File: config.mk
export PLATFORM = sky130hd
export DESIGN_NAME = otp_cfg_loader
export DESIGN_NICKNAME = d
export VERILOG_FILES = /design/src/rtl/otp_cfg_pkg.sv /design/src/rtl/otp_strap_sampler.sv /design/src/rtl/otp_cmd_decode.sv /design/src/rtl/otp_test_latch.sv /design/src/rtl/otp_shadow_reg.sv /design/src/rtl/otp_cfg_loader.sv
export SDC_FILE = /design/constraint.sdc
export NUM_CORES = 1
export LEC_CHECK = 0
export CAP_MARGIN = 10
export CORE_MARGIN = 1
export CORE_UTILIZATION = 41
export DETAILED_ROUTE_END_ITERATION = 8
export PLACE_DENSITY = 0.82
export SYNTH_ARGS = -nofsm -noshare
export SYNTH_HDL_FRONTEND = slang
export SYNTH_HIERARCHICAL = 1
export SYNTH_SLANG_ARGS = --single-unit
File: constraint.sdc
create_clock -name clk -period 2.4 [get_ports clk]
set_clock_uncertainty 0.2 [all_clocks]
set_input_delay 0.48 -clock clk [delete_from_list [all_inputs] [get_ports clk]]
set_output_delay 0.48 -clock clk [all_outputs]
set_load 0.05 [all_outputs]
File: src/rtl/otp_cfg_pkg.sv
package otp_cfg_pkg;
  localparam int CMD_W   = 16;
  localparam int CFG_W   = 8;
  localparam int OP_W    = CMD_W - CFG_W;
  localparam int STRAP_N = 4;

  typedef struct packed {
    logic [3:0] vsel;
    logic       ext_div;
    logic       bus_mode;
    logic       par;
    logic       lock;
  } cfg_t;

  // odd parity over the whole byte and lock bit set
  function automatic logic cfg_byte_valid(input logic [CFG_W-1:0] b);
    return (^b) && b[0];
  endfunction

  function automatic logic [OP_W-1:0] cmd_opcode(input logic [CMD_W-1:0] w);
    return w[CMD_W-1:CFG_W];
  endfunction

  function automatic logic [CFG_W-1:0] cmd_payload(input logic [CMD_W-1:0] w);
    return w[CFG_W-1:0];
  endfunction
endpackage

File: src/rtl/otp_strap_sampler.sv
module otp_strap_sampler #(
  parameter int               N   = 4,
  parameter logic [N-1:0]     PAT = 4'b1100
) (
  input  logic         clk,
  input  logic         rst_n,
  input  logic [N-1:0] strap_in,
  output logic         match
);
  logic [N-1:0] strap_q;
  logic [N-1:0] bit_ok;

  always_ff @(posedge clk or negedge rst_n) begin
    if (!rst_n) strap_q <= '0;
    else        strap_q <= strap_in;
  end

  for (genvar i = 0; i < N; i++) begin : g_bit
    assign bit_ok[i] = (strap_q[i] == PAT[i]);
  end

  assign match = &bit_ok;
endmodule

File: src/rtl/otp_cmd_decode.sv
module otp_cmd_decode
  import otp_cfg_pkg::*;
#(
  parameter logic [CMD_W-1:0] ENTRY_CODE = 16'h5A5A,
  parameter logic [OP_W-1:0]  PROG_OP    = 8'hA9
) (
  input  logic             cmd_valid,
  input  logic [CMD_W-1:0] cmd_word,
  output logic             is_entry,
  output logic             is_prog,
  output logic [CFG_W-1:0] prog_byte
);
  assign is_entry  = cmd_valid && (cmd_word == ENTRY_CODE);
  assign is_prog   = cmd_valid && (cmd_opcode(cmd_word) == PROG_OP);
  assign prog_byte = cmd_payload(cmd_word);
endmodule

File: src/rtl/otp_test_latch.sv
module otp_test_latch (
  input  logic clk,
  input  logic rst_n,
  input  logic pwr_good,
  input  logic enter_req,
  output logic test_mode
);
  always_ff @(posedge clk or negedge rst_n) begin
    if (!rst_n)         test_mode <= 1'b0;
    else if (!pwr_good) test_mode <= 1'b0;
    else if (enter_req) test_mode <= 1'b1;
  end


  entry_cause_chk: assert property (@(posedge clk) disable iff (!rst_n)
    $rose(test_mode) |-> $past(enter_req));


  pwr_drop_clear_chk: assert property (@(posedge clk) disable iff (!rst_n)
    !pwr_good |=> !test_mode);
endmodule

File: src/rtl/otp_shadow_reg.sv
module otp_shadow_reg
  import otp_cfg_pkg::*;
(
  input  logic             clk,
  input  logic             rst_n,
  input  logic             prog_req,
  input  logic [CFG_W-1:0] prog_byte,
  output logic [3:0]       vsel,
  output logic             ext_div,
  output logic             bus_mode,
  output logic             locked,
  output logic             ok_pulse,
  output logic             rej_pulse
);
  cfg_t cfg_q;
  logic commit;
  logic discard;

  assign commit  = prog_req && !locked && cfg_byte_valid(prog_byte);
  assign discard = prog_req && !commit;

  always_ff @(posedge clk or negedge rst_n) begin
    if (!rst_n) begin
      cfg_q     <= '0;
      locked    <= 1'b0;
      ok_pulse  <= 1'b0;
      rej_pulse <= 1'b0;
    end else begin
      ok_pulse  <= commit;
      rej_pulse <= discard;
      if (commit) begin
        cfg_q  <= cfg_t'(prog_byte);
        locked <= 1'b1;
      end
    end
  end

  assign vsel     = cfg_q.vsel;
  assign ext_div  = cfg_q.ext_div;
  assign bus_mode = cfg_q.bus_mode;


  frozen_chk: assert property (@(posedge clk) disable iff (!rst_n)
    locked |=> locked && $stable(cfg_q));


  pulse_excl_chk: assert property (@(posedge clk) disable iff (!rst_n)
    !(ok_pulse && rej_pulse));


  ok_locks_chk: assert property (@(posedge clk) disable iff (!rst_n)
    ok_pulse |-> locked && $rose(locked));


  ok_parity_chk: assert property (@(posedge clk) disable iff (!rst_n)
    ok_pulse |-> (^cfg_q) && cfg_q.lock);
endmodule

File: src/rtl/otp_cfg_loader.sv
module otp_cfg_loader
  import otp_cfg_pkg::*;
#(
  parameter logic [CMD_W-1:0]   ENTRY_CODE = 16'h5A5A,
  parameter logic [OP_W-1:0]    PROG_OP    = 8'hA9,
  parameter logic [STRAP_N-1:0] STRAP_PAT  = 4'b1100
) (
  input  logic               clk,
  input  logic               rst_n,
  input  logic               pwr_good,
  input  logic               cmd_valid,
  input  logic [CMD_W-1:0]   cmd_word,
  input  logic [STRAP_N-1:0] strap_in,
  output logic               test_mode,
  output logic               wdg_disable,
  output logic [3:0]         cfg_vsel,
  output logic               cfg_ext_div,
  output logic               cfg_bus_mode,
  output logic               cfg_locked,
  output logic               prog_ok,
  output logic               prog_rej
);
  logic             strap_match;
  logic             is_entry;
  logic             is_prog;
  logic [CFG_W-1:0] prog_byte;
  logic             enter_req;
  logic             prog_req;

  otp_strap_sampler #(.N(STRAP_N), .PAT(STRAP_PAT)) u_strap (
    .clk(clk), .rst_n(rst_n), .strap_in(strap_in), .match(strap_match)
  );

  otp_cmd_decode #(.ENTRY_CODE(ENTRY_CODE), .PROG_OP(PROG_OP)) u_dec (
    .cmd_valid(cmd_valid), .cmd_word(cmd_word),
    .is_entry(is_entry), .is_prog(is_prog), .prog_byte(prog_byte)
  );

  assign enter_req = is_entry && strap_match && pwr_good;

  otp_test_latch u_tm (
    .clk(clk), .rst_n(rst_n), .pwr_good(pwr_good),
    .enter_req(enter_req), .test_mode(test_mode)
  );

  assign prog_req    = is_prog && test_mode;
  assign wdg_disable = test_mode;

  otp_shadow_reg u_shadow (
    .clk(clk), .rst_n(rst_n), .prog_req(prog_req), .prog_byte(prog_byte),
    .vsel(cfg_vsel), .ext_div(cfg_ext_div), .bus_mode(cfg_bus_mode),
    .locked(cfg_locked), .ok_pulse(prog_ok), .rej_pulse(prog_rej)
  );


  pulse_needs_tm_chk: assert property (@(posedge clk) disable iff (!rst_n)
    (prog_ok || prog_rej) |-> $past(test_mode));


  wdg_follows_tm_chk: assert property (@(posedge clk) disable iff (!rst_n)
    $rose(test_mode) |-> wdg_disable);
endmodule

After elaboration in Yosys (flattened, before gate mapping)
Cells that the tools add are included.

Register bits: 14. Memories: 0. Output and inout bits: 11. RAM bits: 0. Bits in read-only memories: 0. Bits in latches: 0. Input bits: 24. Logic and storage cells: 28.

Add/sub/neg operators: 0. Shift-type cells: 0. Reductions and logical operators: 13. Div/mod/pow operators: 0. $mul: 0. Bitwise gates (word level): 2. Muxes and demuxes: 2. Magnitude comparators: 0. Equality and inequality tests: 3.

Operators with widths (number): == test 16 x 15 -> 1 bit, second input constant (1); logical AND 1 bit (9); == test 8 bit, second input constant (1); parity 8 bit (1); AND reduction 4 bit (1); logical NOT 1 bit (2); 2-to-1 mux 1 bit (2); inequality test 2 x 1 -> 1 bit, second input constant (1); inverter 1 bit (2).

Logic depth before layout (Yosys ltp)
Gate-level depths: netlist of the first run.

Depth after elaboration: 7. Mapped depth: 7. Depth with buffers taken out: 7.

Cells and area by module
Netlist of the first run, hierarchy kept.

Modules (own cells, without submodules): otp_shadow_reg (seq. area each 225.2 µm², times used 1, area each 389.1 µm², cells each 23); otp_cmd_decode (seq. area each 0.0 µm², times used 1, area each 132.6 µm², cells each 17); otp_strap_sampler (seq. area each 100.1 µm², times used 1, area each 112.6 µm², cells each 5); otp_test_latch (seq. area each 25.0 µm², times used 1, area each 32.5 µm², cells each 2); otp_cfg_loader (seq. area each 0.0 µm², times used 1, area each 20.0 µm², cells each 3).

Worst setup path before layout of the first run
No wires, ideal clock.

Path kind: input-to-reg. From: input port cmd_word[3]. To: register u_shadow.cfg_q (netlist bit u_shadow/bus_mode). Library setup time: 0.125 ns. Path buffers: 1. Data required time: 2.075 ns. Arrival time: 1.867 ns. Path slack: 0.209 ns. Stages on the path: 5. Cells stage by stage: buf_4 > xnor3_1 > xnor3_1 > nor3_4 > mux2_2.

Word-level cells in the longest chain between the ends: 3.

Ends and longest elaborated chain: start, declared (RTL line otp_cfg_loader.sv:12) `input logic [CMD_W-1:0] cmd_word,`; parity 8 bit (RTL line otp_cfg_pkg.sv:17) `return (^b) && b[0];`; logical AND 1 bit (RTL line otp_cfg_pkg.sv:17); logical AND 1 bit (RTL line otp_shadow_reg.sv:19) `assign commit = prog_req && !locked && cfg_byte_valid(prog_byte);`; named net u_shadow.commit (RTL line otp_shadow_reg.sv:16) `logic commit;`; end signal, assigned (RTL line otp_shadow_reg.sv:32) `cfg_q <= cfg_t'(prog_byte);`; end, declared (RTL line otp_shadow_reg.sv:15) `cfg_t cfg_q;`.

The timed path passes the listed nets, and every way through them passes these cells. A chain may end at the register's enable or synchronous reset.

Worst setup path in the final report of the first run
From: input port cmd_word[6]. To: register u_shadow.cfg_q (netlist bit u_shadow/vsel[0]).

The elaborated chain is that of the path after synthesis.

==> impl_metrics.toml, run 1 <==
[global_routing]
grt_use_total_pct = 19.09
grt_max_degree = 15
grt_pass1_wl_um = 2532
grt_pass1_vias = 543
antenna_found_initial = 0
overflow = 0

[hold_path]
hp-start = "u_shadow/ext_div"
whs_path_depth = 1
worst_hold_path_type = "reg2reg"

[job]
cap_viol_max_count = 0

[critical_path]
crit_start = "cmd_word[6]"
cp-end-kind = "flop"
required_ns = 2.36
worst-r2r-cell-count = 5
cp_max_fo = 5
worstSetupStartpointType = "input port"
worstReg2RegStart = "u_tm/test_mode"
path_class = "in2reg"
arrival_ns = 2.30

[sta]
fin_crit_ns = 2.340
fin_setup_tns_ns = 0
worstMarginPinSlew_ns = 0.6341
fmax_mhz = 427.3
layout_setup_ws_ns = 0.05982
setup_viol = 0
drv_slew = 0
fin_crit_sh_pct = 97.51
slew_headroom_pct = 57.59
rsz0062_at_grt = "no"
final_hold_viol_count = 0

[routing]
wire_per_inst_um = 14.07
viasPerCell = 4.833
vias = 493
drt.antenna.violating_nets = 0
wl_um = 1435
drt_iter0_markers = 5
drc = 0
dr.pass1.iters = 2

[logic_synthesis]
ys_ff_latch = 14
postSynthCellCount = 50
synth_cell_type_count = 20
syn-num-nets = 74
yosysTopAreaCellShare_pct = 51.00
synth_top_cells_by_area = "dfrtp_1, buf_4, mux2_2"
synth_area_leader_cell = "dfrtp_1"
postSynthAreaPerCell_um2 = 13.74
synthesis.area_um2 = 686.9
yosys_warnings = 6
ys_seq_area_share_pct = 51.00

[power]
power.leakage_uw = 0.0005082
design_power_total_uw = 445.7
ir_drop_v = 0.0002877
power-per-cell-area_mw_per_mm2 = 410.4

[cells_and_area]
antennaDiodeCount = 0
fin_nets = 112
final_common_cell = "clkdlybuf4s50_1"
areaGrowthSynthToFinish_pct = 58.11
drive_above_1_share_pct = 25.58
fin_area_mm2 = 0.001086
layout_common_cells = "clkdlybuf4s50_1, dfrtp_1, buf_4, mux2_2"

[outcome]
outcome = "finished clean"

[floorplanning]
core_area_mm2 = 0.001541
dieHeight_um = 42.93
io_pins = 35
fp-row-count = 14
die_width_um = 42.93
dieArea_mm2 = 0.001843
initial_utilization_pct = 44.56

[placed_design]
dp_hpwl_um = 1120
dpl_cell_area_mm2 = 0.001025
preCtsSetupSlack_ns = -0.3958
gp_congestion = 0.7897
port_buffers = 34

[clocking]
root_buffer = "clkbuf_4"
cts_buffer_depth = 2
clk_latency_ns = 0.27
cts_tree = "built"
clock-sinks = 14
h-tree-depth = 1
clk_pin_slew_ns = 0.07
numCtsBuffers = 3
registers in the layout (all words and copies together) (netlist names):
name	count
u_shadow/bus_mode	1
u_shadow/locked	1
u_shadow/rej_pulse	1
u_strap/strap_q	4
u_shadow/ext_div	1
u_shadow/vsel	4
u_tm/test_mode	1
u_shadow/ok_pulse	1
cell families after synthesis:
| family | after synthesis | share of synthesized area [%] |
|---|---|---|
| flip-flops | 14 | 51.00 |
| buffers and inverters | 9 | 9.835 |
| multiplexers | 6 | 9.835 |
| AO/OA/AOI/OAI | 1 | 1.093 |
| AND/OR/NAND/NOR | 16 | 19.13 |
| XOR/XNOR | 4 | 9.107 |
layer usage:
layer | part of all wire [%] | up-vias | GRT usage [%] | routed length, um
met2 | 49 | 26 | 31.82 | 705
met4 | 1.7 | 0 | 7.273 | 25
met1 | 40 | 218 | 22.99 | 571
met3 | 9.3 | 4 | 5.957 | 133
met5 | 0 | - | 0 | 0
li1 | - | 245 | - | -
cell usage after synthesis:
cell      count
buf_4         9
nand2_1       2
and4bb_2      1
nor4bb_1      2
nand3b_1      1
or4bb_1       1
xnor3_1       2
and3_1        1
and4_1        1
xnor2_1       2
nor3_4        1
nor3_1        1
and2b_1       1
mux2_2        6
o21a_1        1
nor4_1        1
dfrtp_1      14
and2_1        1
or4b_1        1
or2_2         1
worst max-delay path: stages:
cell and delay, ns:
clkdlybuf4s50_1 0.52, xnor2_1 0.14, xnor3_1 0.45, nor3_4 0.23
buf_6 0.15, mux2_2 0.33
per-stage QoR:
stage                     instances  util, %  hold slack (ns)
after global placement           97    66.48           0.2983
after floorplan                  50        -         -0.01559
after detailed placement         97    66.48           0.2968
after CTS                       102    70.05           0.3228
final                           102    70.45           0.3123
after global routing            102    70.45           0.3367
path summary, 6_finish.rpt:
check | to | slack, ns
worst max-delay path | u_shadow/vsel[0] | 0.06
worst min-delay path | u_shadow/ext_div | 0.31
worst max register to register | u_shadow/vsel[0] | 0.82
worst min register to register | u_shadow/ext_div | 0.31
max in group asynchronous | u_shadow/bus_mode | 1.19
min in group asynchronous | u_shadow/rej_pulse | 0.39
power breakdown:
| group | total, uW | internal (uW) | switching, uW |
|---|---|---|---|
| clock | 125 | 58.1 | 66.6 |
| sequential | 240 | 239 | 0.806 |
| combinational | 81.2 | 55.5 | 25.7 |
layout make-up:
| class | count | area [um2] |
|---|---|---|
| Clock buffer | 3 | 22.52 |
| Multi-Input combinational cell | 27 | 286.5 |
| Timing Repair Buffer | 42 | 406.6 |
| Tap cell | 16 | 20.02 |
| Sequential cell | 14 | 350.3 |
| Fill cell | 116 | 455.4 |
timing repair:
| item | 4_1_cts | 5_1_grt |
|---|---|---|
| hold buffers | 0 | 0 |
| buffers inserted | 2 | 0 |
| endpoints found under the setup margin | 6 | 6 |
| pin swaps | 6 | 3 |
| gates resized for setup | 7 | 2 |
Power figures use the tool's default switching activity.
==> run 2, diff against run 1 <==
--- a/config.mk
+++ b/config.mk
@@ -7,4 +7,5 @@
 export LEC_CHECK = 0
 export CAP_MARGIN = 10
+export CORE_ASPECT_RATIO = 1.25
 export CORE_MARGIN = 1
 export CORE_UTILIZATION = 41
==> constraint.sdc (replaced) <==
create_clock -name clk -period 2.4 [get_ports clk]
set_clock_uncertainty 0.2 [all_clocks]
set_input_delay 0.6 -clock clk [delete_from_list [all_inputs] [get_ports clk]]
set_output_delay 0.6 -clock clk [all_outputs]
set_load 0.05 [all_outputs]
==> impl_metrics.toml, run 2 (synthesis results as in run 1) <==
[cells_and_area]
fin_nets = 116
antennaDiodeCount = 0
areaGrowthSynthToFinish_pct = 66.85
drive_above_1_share_pct = 31.87
layout_common_cells = "clkdlybuf4s50_1, dfrtp_1, buf_4"
final_cells = 109
final_common_cell = "clkdlybuf4s50_1"

[power]
design_power_total_uw = 491.3
ir_drop_v = 0.0003119
power-per-cell-area_mw_per_mm2 = 428.7
power.leakage_uw = 0.0005777

[critical_path]
r2r_end = "u_shadow/vsel[0]"
cp_max_fo = 2
arrival_ns = 2.41
crit_slowest_cell = "or4b_1"
worstReg2RegStart = "u_tm/test_mode"
path_class = "in2reg"
cp_num_buf_inv = 1
worst-r2r-cell-count = 5
worstSetupStartpointType = "input port"
required_ns = 2.42
slowest_delay_ns = 0.54
crit_start = "cmd_word[0]"
r2r_slack_ns = 0.82
crit_family = "simple AND/OR/NAND/NOR gates"
cp-end-kind = "flop"
path_cells = "clkdlybuf4s50_1, or4b_1, nor4_1, and4_1, and3_1, o21a_1"

[placed_design]
port_buffers = 34
dp_hpwl_um = 1075
preCtsSetupSlack_ns = -0.5246
gp_congestion = 0.8011
dp_cells = 101

[floorplanning]
io_pins = 35
initial_utilization_pct = 43.99
fp-row-count = 16
die_width_um = 38.61
core_area_mm2 = 0.001562
dieArea_mm2 = 0.001844
dieHeight_um = 47.77

[global_routing]
overflow = 0
busiest_layer = "met2"
grt_use_total_pct = 17.22
antenna_found_initial = 0
grt_max_degree = 15
grt_use_met1_pct = 18.79
use_met3_pct = 1.395
grt_pass1_wl_um = 2090
grt_pass1_vias = 524
grtUsageMet2_pct = 31.00

[routing]
dr.pass1.iters = 1
drt_iter0_markers = 0
wire_per_inst_um = 13.94
vias = 521
wl_um = 1519
drt.antenna.violating_nets = 0
drc = 0
viasPerCell = 4.780

[sta]
drv_slew = 0
fin_crit_ns = 2.389
final_hold_viol_count = 0
fin_setup_tns_ns = 0
slew_headroom_pct = 60.14
hold_slack_ns = 0.3149
layout_setup_ws_ns = 0.01061
fmax_mhz = 418.5
worstMarginPinSlew_ns = 0.5961
setup_viol = 0
fin_crit_sh_pct = 99.56

[clocking]
clock-sinks = 14
cts_tree = "built"
numCtsBuffers = 3
clk_pin_slew_ns = 0.08
root_buffer = "clkbuf_4"
cts_buffer_depth = 2
h-tree-depth = 1
clk_latency_ns = 0.27

[outcome]
outcome = "finished clean"

[hold_path]
whs_path_depth = 1
worst_hold_path_type = "reg2reg"
whs_endpoint = "u_shadow/vsel[3]"
hp-start = "u_shadow/vsel[3]"

[job]
cap_viol_max_count = 0
[run 2: cell types whose count changed in the layout (fill, tap and decap cells not counted), sizes merged]
| cell | delta |
|---|---|
| dlygate4sd2 | -1 |
| clkdlybuf4s50 | -5 |
| dlymetal6s2s | +4 |
| clkbuf | +2 |
| clkdlybuf4s15 | +1 |
| buf | +4 |
[run 2: layer usage]
layer | share of wire (%) | wire [um] | up-vias
met5 | 0 | 0 | -
met4 | 1.4 | 21 | 0
met3 | 6.5 | 99 | 2
met2 | 52 | 792 | 20
met1 | 40 | 607 | 247
li1 | - | - | 252
[run 2: through the flow]
| step | util (%) | instance area [um2] |
|---|---|---|
| 6_report | 73.40 | 1146 |
| 5_1_grt | 73.40 | 1146 |
| 4_1_cts | 71.55 | 1117 |
| 3_5_place_dp | 66.75 | 1042 |
| 3_3_place_gp | 66.75 | 1042 |
| 2_1_floorplan | - | 686.9 |
[run 2: repair_timing]
| item | 4_1_cts | 5_1_grt |
|---|---|---|
| resized for setup | 8 | 10 |
| hold buffers | 0 | 0 |
| setup endpoints to repair | 8 | 8 |
| pin swaps | 6 | 8 |
| buffers inserted | 3 | 1 |
[run 2: worst max path at each step]
stage / to / slack, ns / cells past startpoint
final: u_tm/test_mode / 0.01 / 6
after floorplan: u_shadow/bus_mode / 0.09 / 5
after CTS: u_shadow/vsel[3] / 0.04 / 9
after global placement: u_shadow/vsel[2] / -0.40 / 8
after global routing: u_tm/test_mode / -0.03 / 6
after detailed placement: u_shadow/vsel[3] / -0.52 / 8
[run 2: area by class of cell]
cell class | count | area (um2)
clock buffer | 4 | 36.28
fill | 116 | 415.4
multi-input combinational | 27 | 294.0
sequential | 14 | 350.3
tap | 18 | 22.52
timing repair buffer | 46 | 442.9
[run 2: worst reg2reg max path: stages, from the launching register on]
cell	delay, ns
dfrtp_1	0.39
and2_1	0.17
nand2_2	0.07
nor3_4	0.16
buf_6	0.15
mux2_2	0.33
[run 2: power breakdown]
part           internal, uW  switching [uW]
Sequential              239           0.705
Combinational          58.3            27.4
Clock                  92.2            73.8
==> run 3, diff against run 2 <==
- PLACE_DENSITY: 0.82 -> 0.85
- clock period: 2.4 -> 3.05 ns (I/O delays scaled with it)
==> impl_metrics.toml, run 3 (synthesis results as in run 1) <==
[critical_path]
slowest_delay_ns = 0.48
crit_family = "simple AND/OR/NAND/NOR gates"
worstSetupStartpointType = "input port"
crit_slowest_cell = "clkdlybuf4s50_1"
cp-end-kind = "flop"
arrival_ns = 2.91
cp_num_buf_inv = 1
path_class = "in2reg"
path_cells = "clkdlybuf4s50_1, nor4bb_1, nand3b_1, nor3_1, and2_1, nand2_1, nor3_4, mux2_2"
cp_max_fo = 9
required_ns = 3.01

[sta]
setup_viol = 0
fin_crit_ns = 2.949
slew_headroom_pct = 60.38
fin_crit_sh_pct = 96.70
drv_slew = 0
final_hold_viol_count = 0
fmax_mhz = 339.1
rsz0062_at_grt = "no"
worstMarginPinSlew_ns = 0.5925

[routing]
drt.antenna.violating_nets = 0
drc = 0
vias = 481
dr.pass1.iters = 2
viasPerCell = 4.959
drt_iter0_markers = 2
wire_per_inst_um = 14.18
wl_um = 1375

[cells_and_area]
regArea_um2 = 350.3
multi_input_area_um2 = 269.0
fin_nets = 104
areaGrowthSynthToFinish_pct = 48.27
drive_above_1_share_pct = 16.46
final_common_cell = "clkdlybuf4s50_1"
antennaDiodeCount = 0
nFillCells = 125
layout_common_cells = "clkdlybuf4s50_1, dfrtp_1, mux2_2"
fin_area_mm2 = 0.001018

[floorplanning]
dieHeight_um = 47.77
io_pins = 35
fp-row-count = 16
initial_utilization_pct = 43.99
die_width_um = 38.61
dieArea_mm2 = 0.001844
core_area_mm2 = 0.001562

[global_routing]
grt_pass1_wl_um = 1890
grt_max_degree = 15
antenna_found_initial = 0
grt_use_total_pct = 16.31
grt_pass1_vias = 481
overflow = 0

[clocking]
cts_buffer_depth = 2
h-tree-depth = 1
cts_hold_buf = 0
clock-sinks = 14
clk_latency_ns = 0.28
root_buffer = "clkbuf_4"
cts_tree = "built"
numCtsBuffers = 3
cts_setup_buffers = 0
clk_pin_slew_ns = 0.07
cts_resized = 0

[power]
design_power_total_uw = 376.0
ir_drop_v = 0.0002579
power-per-cell-area_mw_per_mm2 = 369.2
power.leakage_uw = 0.0004507

[placed_design]
dp_hpwl_um = 1121
dpl_cell_area_um2 = 982.2
gp_congestion = 0.6990
port_buffers = 34

[outcome]
outcome = "finished clean"

[job]
cap_viol_max_count = 0

[hold_path]
worst_hold_path_type = "reg2reg"
-- run 3: changes by cell type in the layout (fill, tap and decap cells not counted), sizes merged --
cell           before  now
clkdlybuf4s50      25   34
clkbuf              5    4
dlymetal6s2s        5    0
dlygate4sd2         2    0
buf                12    0
clkdlybuf4s15       1    0
-- run 3: final timing paths --
kind	start	to	cells past startpoint	slack [ns]
max in group asynchronous	rst_n	u_shadow/rej_pulse	1	1.60
setup reg to reg	u_tm/test_mode	u_shadow/ext_div	4	1.36
min in group asynchronous	rst_n	u_shadow/vsel[2]	1	0.65
hold reg to reg	u_shadow/ext_div	u_shadow/ext_div	1	0.31
hold / removal	u_shadow/ext_div	u_shadow/ext_div	1	0.31
setup / recovery	cmd_word[15]	u_shadow/ext_div	8	0.10
-- run 3: metal layers --
metal  up-vias  wire length (um)  GRT usage, %
li1        231                 -             -
met1       228               494         13.80
met2        20               759         32.00
met3         2               102         4.651
met4         0                19         10.34
met5         -                 0             0
-- run 3: area by class of cell --
type / instances / area share (%)
timing repair buffer: 34 / 33.42
sequential: 14 / 34.40
clock buffer: 4 / 3.563
tap: 18 / 2.211
multi-input combinational: 27 / 26.41
-- run 3: stage by stage --
step           std cells  util [%]  hold slack (ns)  setup WS, ns  TNS (ns)
2_1_floorplan         50         -           0.2669        0.5763         0
3_3_place_gp          93     62.90           0.2961      -0.02998   -0.1520
3_5_place_dp          93     62.90           0.2949       -0.1909    -1.158
4_1_cts               97     65.22           0.3124        0.1051         0
5_1_grt               97     65.22           0.3401       0.03503         0
6_report              97     65.22           0.3063        0.1006         0
-- run 3: where the power goes --
part           switching (uW)  leakage, uW  total, uW  internal [uW]
Combinational            17.7     0.000243       57.9           40.2
Sequential              0.560     0.000186        189            188
Clock                    57.0    0.0000210        130           72.5
